[src/rtl/cache_wb_pkg.sv]
package cache_wb_pkg;

  typedef enum logic [0:0] {
    SWEEP_IDLE = 1'b0,
    SWEEP_RUN  = 1'b1
  } sweep_state_e;

  // Associativity floor for a virtually indexed array: the index bits must
  // stay inside the page offset.
  function automatic int eff_way_log(input int req_log, input int cache_log,
                                     input int page_log, input bit virt_idx);
    if (virt_idx && (req_log < cache_log - page_log))
      return cache_log - page_log;
    return req_log;
  endfunction

endpackage

[src/rtl/cache_lru_ranks.sv]
module cache_lru_ranks #(
  parameter int SETS  = 4,
  parameter int WAYS  = 4,
  parameter int SET_W = 2,
  parameter int WAY_W = 2
) (
  input  logic             clk,
  input  logic             rst,
  input  logic [SET_W-1:0] rd_set,
  output logic [WAY_W-1:0] victim_way,
  input  logic             touch_en,
  input  logic [SET_W-1:0] touch_set,
  input  logic [WAY_W-1:0] touch_way,
  input  logic             clr_en,
  input  logic [SET_W-1:0] clr_set
);

  localparam logic [WAY_W-1:0] TOP_RANK = WAY_W'(WAYS - 1);

  // rank 0 = least recent, WAYS-1 = most recent
  logic [WAY_W-1:0] rank_q [SETS][WAYS];
  logic [WAY_W-1:0] touched_rank;

  assign touched_rank = rank_q[touch_set][touch_way];

  always_ff @(posedge clk) begin
    if (rst) begin
      for (int s = 0; s < SETS; s++)
        for (int w = 0; w < WAYS; w++)
          rank_q[s][w] <= WAY_W'(w);
    end else if (clr_en) begin
      for (int w = 0; w < WAYS; w++)
        rank_q[clr_set][w] <= WAY_W'(w);
    end else if (touch_en) begin
      for (int w = 0; w < WAYS; w++) begin
        if (WAY_W'(w) == touch_way)
          rank_q[touch_set][w] <= TOP_RANK;
        else if (rank_q[touch_set][w] > touched_rank)
          rank_q[touch_set][w] <= rank_q[touch_set][w] - 1'b1;
      end
    end
  end

  always_comb begin
    victim_way = '0;
    for (int w = 0; w < WAYS; w++)
      if (rank_q[rd_set][w] == '0)
        victim_way = WAY_W'(w);
  end

endmodule

[src/rtl/cache_tag_match.sv]
module cache_tag_match #(
  parameter int WAYS  = 4,
  parameter int WAY_W = 2,
  parameter int TAG_W = 8
) (
  input  logic [WAYS-1:0][TAG_W-1:0] way_tags,
  input  logic [WAYS-1:0]            way_valid,
  input  logic [TAG_W-1:0]           tag,
  output logic                       hit,
  output logic [WAY_W-1:0]           hit_way
);

  logic [WAYS-1:0] match;

  for (genvar g = 0; g < WAYS; g++) begin : g_cmp
    assign match[g] = way_valid[g] && (way_tags[g] == tag);
  end

  assign hit = |match;

  always_comb begin
    hit_way = '0;
    for (int w = 0; w < WAYS; w++)
      if (match[w])
        hit_way = WAY_W'(w);
  end

endmodule

[src/rtl/cache_flush_seq.sv]
module cache_flush_seq
  import cache_wb_pkg::*;
#(
  parameter int WAYS  = 4,
  parameter int SET_W = 2,
  parameter int WAY_W = 2
) (
  input  logic             clk,
  input  logic             rst,
  input  logic             start,
  output logic             busy,
  output logic [SET_W-1:0] line_set,
  output logic [WAY_W-1:0] line_way,
  output logic             set_done
);

  localparam int               LINE_W    = SET_W + WAY_W;
  localparam logic [LINE_W-1:0] LAST_LINE = '1;

  sweep_state_e      state_q;
  logic [LINE_W-1:0] cnt_q;

  always_ff @(posedge clk) begin
    if (rst) begin
      state_q <= SWEEP_IDLE;
      cnt_q   <= '0;
    end else begin
      case (state_q)
        SWEEP_IDLE: if (start) begin
          state_q <= SWEEP_RUN;
          cnt_q   <= '0;
        end
        SWEEP_RUN: begin
          cnt_q <= cnt_q + 1'b1;
          if (cnt_q == LAST_LINE)
            state_q <= SWEEP_IDLE;
        end
        default: state_q <= SWEEP_IDLE;
      endcase
    end
  end

  assign busy     = (state_q == SWEEP_RUN);
  assign line_set = cnt_q[LINE_W-1:WAY_W];
  assign line_way = cnt_q[WAY_W-1:0];
  assign set_done = busy && (line_way == WAY_W'(WAYS - 1));

endmodule

[src/rtl/cache_wb_ctrl.sv]
module cache_wb_ctrl
  import cache_wb_pkg::*;
#(
  parameter int TAG_W       = 8,
  parameter int CACHE_LOG   = 10,
  parameter int BLOCK_LOG   = 6,
  parameter int WAY_LOG_REQ = 1,
  parameter int PAGE_LOG    = 8,
  parameter bit VIRT_INDEX  = 1'b1,
  localparam int WAY_W = eff_way_log(WAY_LOG_REQ, CACHE_LOG, PAGE_LOG, VIRT_INDEX),
  localparam int SET_W = CACHE_LOG - BLOCK_LOG - WAY_W
) (
  input  logic             clk,
  input  logic             rst,
  input  logic             req_valid,
  output logic             req_ready,
  input  logic             req_write,
  input  logic [SET_W-1:0] req_index,
  input  logic [TAG_W-1:0] req_tag,
  input  logic             flush_req,
  output logic             busy,
  output logic             resp_valid,
  output logic             resp_hit,
  output logic [WAY_W-1:0] resp_way,
  output logic             wb_valid,
  output logic [SET_W-1:0] wb_index,
  output logic [TAG_W-1:0] wb_tag
);

  localparam int WAYS   = 1 << WAY_W;
  localparam int SETS   = 1 << SET_W;
  localparam int LINE_W = SET_W + WAY_W;
  localparam int LINES  = SETS * WAYS;

  // ---------------- state storage ----------------
  logic [TAG_W-1:0] tag_mem [LINES];
  logic [WAYS-1:0]  valid_q [SETS];
  logic [WAYS-1:0]  dirty_q [SETS];

  // ---------------- control ----------------
  logic             accept, flush_start;
  logic             sweep_busy, set_done;
  logic [SET_W-1:0] line_set;
  logic [WAY_W-1:0] line_way;
  logic             hit;
  logic [WAY_W-1:0] hit_way, victim_way, fill_way;
  logic [WAYS-1:0][TAG_W-1:0] set_tags;
  logic [TAG_W-1:0] victim_tag, sweep_tag;
  logic             victim_dirty, sweep_dirty;

  assign req_ready   = !sweep_busy && !flush_req;
  assign accept      = req_valid && req_ready;
  assign flush_start = flush_req && !sweep_busy;
  assign busy        = sweep_busy;

  for (genvar g = 0; g < WAYS; g++) begin : g_rd
    assign set_tags[g] = tag_mem[{req_index, WAY_W'(g)}];
  end

  cache_tag_match #(
    .WAYS (WAYS),
    .WAY_W(WAY_W),
    .TAG_W(TAG_W)
  ) u_match (
    .way_tags (set_tags),
    .way_valid(valid_q[req_index]),
    .tag      (req_tag),
    .hit      (hit),
    .hit_way  (hit_way)
  );

  cache_lru_ranks #(
    .SETS (SETS),
    .WAYS (WAYS),
    .SET_W(SET_W),
    .WAY_W(WAY_W)
  ) u_lru (
    .clk       (clk),
    .rst       (rst),
    .rd_set    (req_index),
    .victim_way(victim_way),
    .touch_en  (accept),
    .touch_set (req_index),
    .touch_way (fill_way),
    .clr_en    (set_done),
    .clr_set   (line_set)
  );

  cache_flush_seq #(
    .WAYS (WAYS),
    .SET_W(SET_W),
    .WAY_W(WAY_W)
  ) u_sweep (
    .clk     (clk),
    .rst     (rst),
    .start   (flush_start),
    .busy    (sweep_busy),
    .line_set(line_set),
    .line_way(line_way),
    .set_done(set_done)
  );

  assign fill_way     = hit ? hit_way : victim_way;
  assign victim_tag   = tag_mem[{req_index, victim_way}];
  assign victim_dirty = valid_q[req_index][victim_way] && dirty_q[req_index][victim_way];
  assign sweep_tag    = tag_mem[LINE_W'({line_set, line_way})];
  assign sweep_dirty  = valid_q[line_set][line_way] && dirty_q[line_set][line_way];

  // tag array: write-only port, no reset, so it maps onto RAM
  always_ff @(posedge clk) begin
    if (accept && !hit)
      tag_mem[{req_index, victim_way}] <= req_tag;
  end

  always_ff @(posedge clk) begin
    if (rst) begin
      for (int s = 0; s < SETS; s++) begin
        valid_q[s] <= '0;
        dirty_q[s] <= '0;
      end
    end else if (sweep_busy) begin
      valid_q[line_set][line_way] <= 1'b0;
      dirty_q[line_set][line_way] <= 1'b0;
    end else if (accept) begin
      if (hit) begin
        if (req_write)
          dirty_q[req_index][hit_way] <= 1'b1;
      end else begin
        valid_q[req_index][victim_way] <= 1'b1;
        dirty_q[req_index][victim_way] <= req_write;
      end
    end
  end

  // registered outputs
  always_ff @(posedge clk) begin
    if (rst) begin
      resp_valid <= 1'b0;
      resp_hit   <= 1'b0;
      resp_way   <= '0;
      wb_valid   <= 1'b0;
      wb_index   <= '0;
      wb_tag     <= '0;
    end else begin
      resp_valid <= accept;
      resp_hit   <= accept && hit;
      resp_way   <= fill_way;
      if (sweep_busy) begin
        wb_valid <= sweep_dirty;
        wb_index <= line_set;
        wb_tag   <= sweep_tag;
      end else begin
        wb_valid <= accept && !hit && victim_dirty;
        wb_index <= req_index;
        wb_tag   <= victim_tag;
      end
    end
  end

endmodule

[config.mk]
export PLATFORM = sky130hd
export DESIGN_NAME = cache_wb_ctrl
export DESIGN_NICKNAME = d
export VERILOG_FILES = /design/src/rtl/cache_wb_pkg.sv /design/src/rtl/cache_lru_ranks.sv /design/src/rtl/cache_tag_match.sv /design/src/rtl/cache_flush_seq.sv /design/src/rtl/cache_wb_ctrl.sv
export SDC_FILE = /design/constraint.sdc
export NUM_CORES = 1
export LEC_CHECK = 0
export ABC_AREA = 1
export BUFFER_PORTS_ARGS = -buffer_cell sky130_fd_sc_hd__buf_4
export CORE_ASPECT_RATIO = 1.25
export CORE_MARGIN = 3
export CORE_UTILIZATION = 40
export CTS_BUF_LIST = sky130_fd_sc_hd__clkbuf_2
export DETAILED_ROUTE_END_ITERATION = 10
export SLEW_MARGIN = 25
export SYNTH_ARGS = -nofsm -noshare
export SYNTH_HDL_FRONTEND = slang
export SYNTH_SLANG_ARGS = --single-unit
[constraint.sdc]
create_clock -name clk -period 6.61 [get_ports clk]
set_input_delay 0.9915 -clock clk [delete_from_list [all_inputs] [get_ports clk]]
set_output_delay 0.9915 -clock clk [all_outputs]
set_load 0.02 [all_outputs]
==> results.sh <==
export IMPL_async_reset_ff_share_pct=0
export IMPL_postCtsSetupBuffers=0
export IMPL_synth_edff_count=192
export IMPL_leakage_uw=0.00597
export IMPL_grt_pass1_wl_um=73300
export IMPL_wirelength_um=49400
export IMPL_min_from="flush_req"
export IMPL_drtAntennaViolNets=0
export IMPL_cts_root_buf="clkbuf_2"
export IMPL_power_density_nw_per_um2=218
export IMPL_ys_seq_elements=216
export IMPL_synthFlopType="edfxtp_1"
export IMPL_worstMarginPinSlew_ns=1.10
export IMPL_syn_area_um2=12900
export IMPL_crit_arrival_ns=5.37
export IMPL_drv_cap=0
export IMPL_setup_tns_final_ns=0
export IMPL_layout_commonest_cell="nand2_1"
export IMPL_min_period_over_period_pct=70.9
export IMPL_end_kind="flip-flop"
export IMPL_cts_buffer_depth=3
export IMPL_first_iter_violations=1261
export IMPL_insertion_delay_ns=0.99
export IMPL_utilization_pct=44.5
export IMPL_rsz0062_at_grt="no"
export IMPL_num_io_pins=32
export IMPL_max_slew_margin_pct=26.6
export IMPL_yosysSeqAreaShare_pct=48.3
export IMPL_nets=1714
export IMPL_holdBufCountCts=0
export IMPL_status="finished, final reports clean"
export IMPL_dieArea_um2=34500
export IMPL_cts_htree_levels=2
export IMPL_criticalPathCategory="in -> reg"
export IMPL_core_area_um2=31900
export IMPL_rr_startpoint="u_lru.rank_q[3][0]"
export IMPL_cts_buffers=55
export IMPL_cts_sinks=216
export IMPL_vdd_drop_max_mv=0.121
export IMPL_skew_ns=0.0938
export IMPL_layout_min_cycle_time_ns=4.69
export IMPL_dp_hpwl_um=35100
export IMPL_antenna_found_initial=3
export IMPL_grt_pass1_vias=12200
export IMPL_gp_congestion=0.994
export IMPL_holdWs_ns=0.350
export IMPL_startpoint_type="input pin"
export IMPL_hold_viol=0
export IMPL_layout_common_cells="nand2_1 (461), nor2_1 (204), edfxtp_1 (192)"
export IMPL_synth_top_cell_area_share_pct=44.6
export IMPL_avgViaCountPerCell=5.77
export IMPL_synthesis_nets=1659
export IMPL_drc=0
export IMPL_area_growth_synth_to_final_pct=9.62
export IMPL_die_h_um=207
export IMPL_synth_top_area_cell="edfxtp_1"
export IMPL_synth_distinct_cells=49
export IMPL_track_usage_pct=27.8
export IMPL_yosysWarnings=0
export IMPL_dr_pass1_iters=6
export IMPL_setup_viol=0
export IMPL_dpl_cell_area_um2=13600
export IMPL_wl_per_cell_um=23.0
export IMPL_crit_start="req_index[1]"
export IMPL_cts_tree="built"
export IMPL_drive_above_1_share_pct=11.7
export IMPL_start_util_pct=40.6
export IMPL_max_freq_ghz=0.213
export IMPL_grt_max_degree=91
export IMPL_ctsResizeCount=0
export IMPL_drv_slew=0
export IMPL_crit_required_ns=7.29
export IMPL_rows=73
export IMPL_path_clk_slew_ns=0.11
export IMPL_via_count=12400
export IMPL_synth_area_leaders="edfxtp_1 (45%), nand2_1 (13%), nor2_1 (6.0%), o21ai_0 (4.7%), nand3_1 (4.3%)"
export IMPL_cp_max_fo=25
export IMPL_synth_avg_cell_area_um2=7.92
export IMPL_die_x_um=167
export IMPL_final_cell_area_um2=14200
export IMPL_grt_overflow_total=0
export IMPL_port_buffers=31
export IMPL_synthCells=1633
export IMPL_min_delay_path_class="in -> reg"
[power breakdown]
part	leakage (µW)	internal [µW]	switching, µW
Sequential	0.00195	1520	21.8
Clock	0.000392	421	595
Combinational	0.00362	152	389
[synthesized netlist by cell type (2+ instances only)]
master and n:
o21ai_1 17, nor2_2 5, a211oi_1 5, nor2_1 205
or2_2 5, and2_1 3, ha_1 11, o22ai_1 13
inv_1 147, o21ai_0 122, a21oi_1 80, buf_4 5
buf_6 10, clkbuf_1 46, nor3_1 8, nand3_2 8
inv_4 2, nor2_4 4, nand3b_1 2, a22o_1 6
o311ai_0 4, a311oi_1 6, nand4_1 10, nor4_1 4
buf_1 4, edfxtp_1 192, dfxtp_1 24, nand2_2 12
o221ai_1 37, a31oi_1 5, a22oi_1 5, o31ai_1 6
nand2_1 461, o211ai_1 10, clkinv_1 3, o221a_2 3
nand3_1 112, a221oi_1 10, inv_2 2, buf_2 10
[final timing paths]
kind / slack [ns] / end / cells past startpoint
hold / removal: 0.35 / flip-flop / 4
setup reg to reg: 2.26 / u_lru.rank_q[3][4] / 23
hold reg to reg: 0.50 / flip-flop / 2
setup / recovery: 1.92 / u_lru.rank_q[3][4] / 26
[final cells by class]
class	count	area (µm²)
antenna	2	5.00
clock buffer	71	355
inverter	154	583
clock inverter	28	200
sequential	216	6250
tap	412	515
multi-input combinational	1187	5700
timing repair buffer	74	568
fill	3256	17700
[metal layers]
metal,GRT usage [%],vias up,share of wire [%]
met3,5.54,213,8.0
met1,32.7,5735,37
li1,-,5739,-
met2,46.3,690,47
met5,0,-,0
met4,18.4,0,7.5
[flip-flops by register name, indices dropped and copies added, names as in the netlist, 2 cells and up, named ones only]
signal	flops
tag_mem	128
u_lru.rank_q	32
dirty_q	16
valid_q	16
wb_tag	8
u_sweep.cnt_q	4
resp_way	2
wb_index	2
[worst max-delay path, stage by stage]
cell	delay [ns]
buf_4	0.34
nand2_2	0.21
inv_1	0.30
a22o_1	0.19
a221oi_1	0.04
buf_4	0.17
ha_1	0.20
inv_1	0.23
nand2_1	0.26
o21ai_2	0.13
clkinv_1	0.07
buf_4	0.17
nand3_1	0.12
nand2_1	0.11
inv_2	0.13
nor2_1	0.07
a22o_1	0.21
nor2_1	0.26
ha_1	0.28
nor2_1	0.13
o21ai_0	0.10
nor2_1	0.17
nand2_1	0.10
nand3_2	0.14
nand2_1	0.09
nand2_1	0.13
[cells by family (layout without fill, tap and decap cells)]
group	count (synthesis)	count (layout)	synth area share (%)
flip-flops	216	216	48.3
AND/OR/NAND/NOR	842	842	27.2
adder cells (fa/ha/maj)	11	11	1.06
XOR/XNOR	1	1	0.0677
AO/OA/AOI/OAI	333	333	15.7
other	0	2	0
buffers and inverters	230	327	7.66
[stage by stage]
| step | std cells | power (µW) | worst slack (ns) |
|---|---|---|---|
| CTS | 2142 | 3120 | 2.05 |
| global placement | 2043 | 2100 | 1.05 |
| finish | 2144 | 3100 | 1.92 |
| global route | 2144 | 3240 | 1.63 |
| floorplan | 1633 | 1910 | 1.58 |
| detailed placement | 2043 | 2100 | 0.996 |
Power figures use the tool's default switching activity.
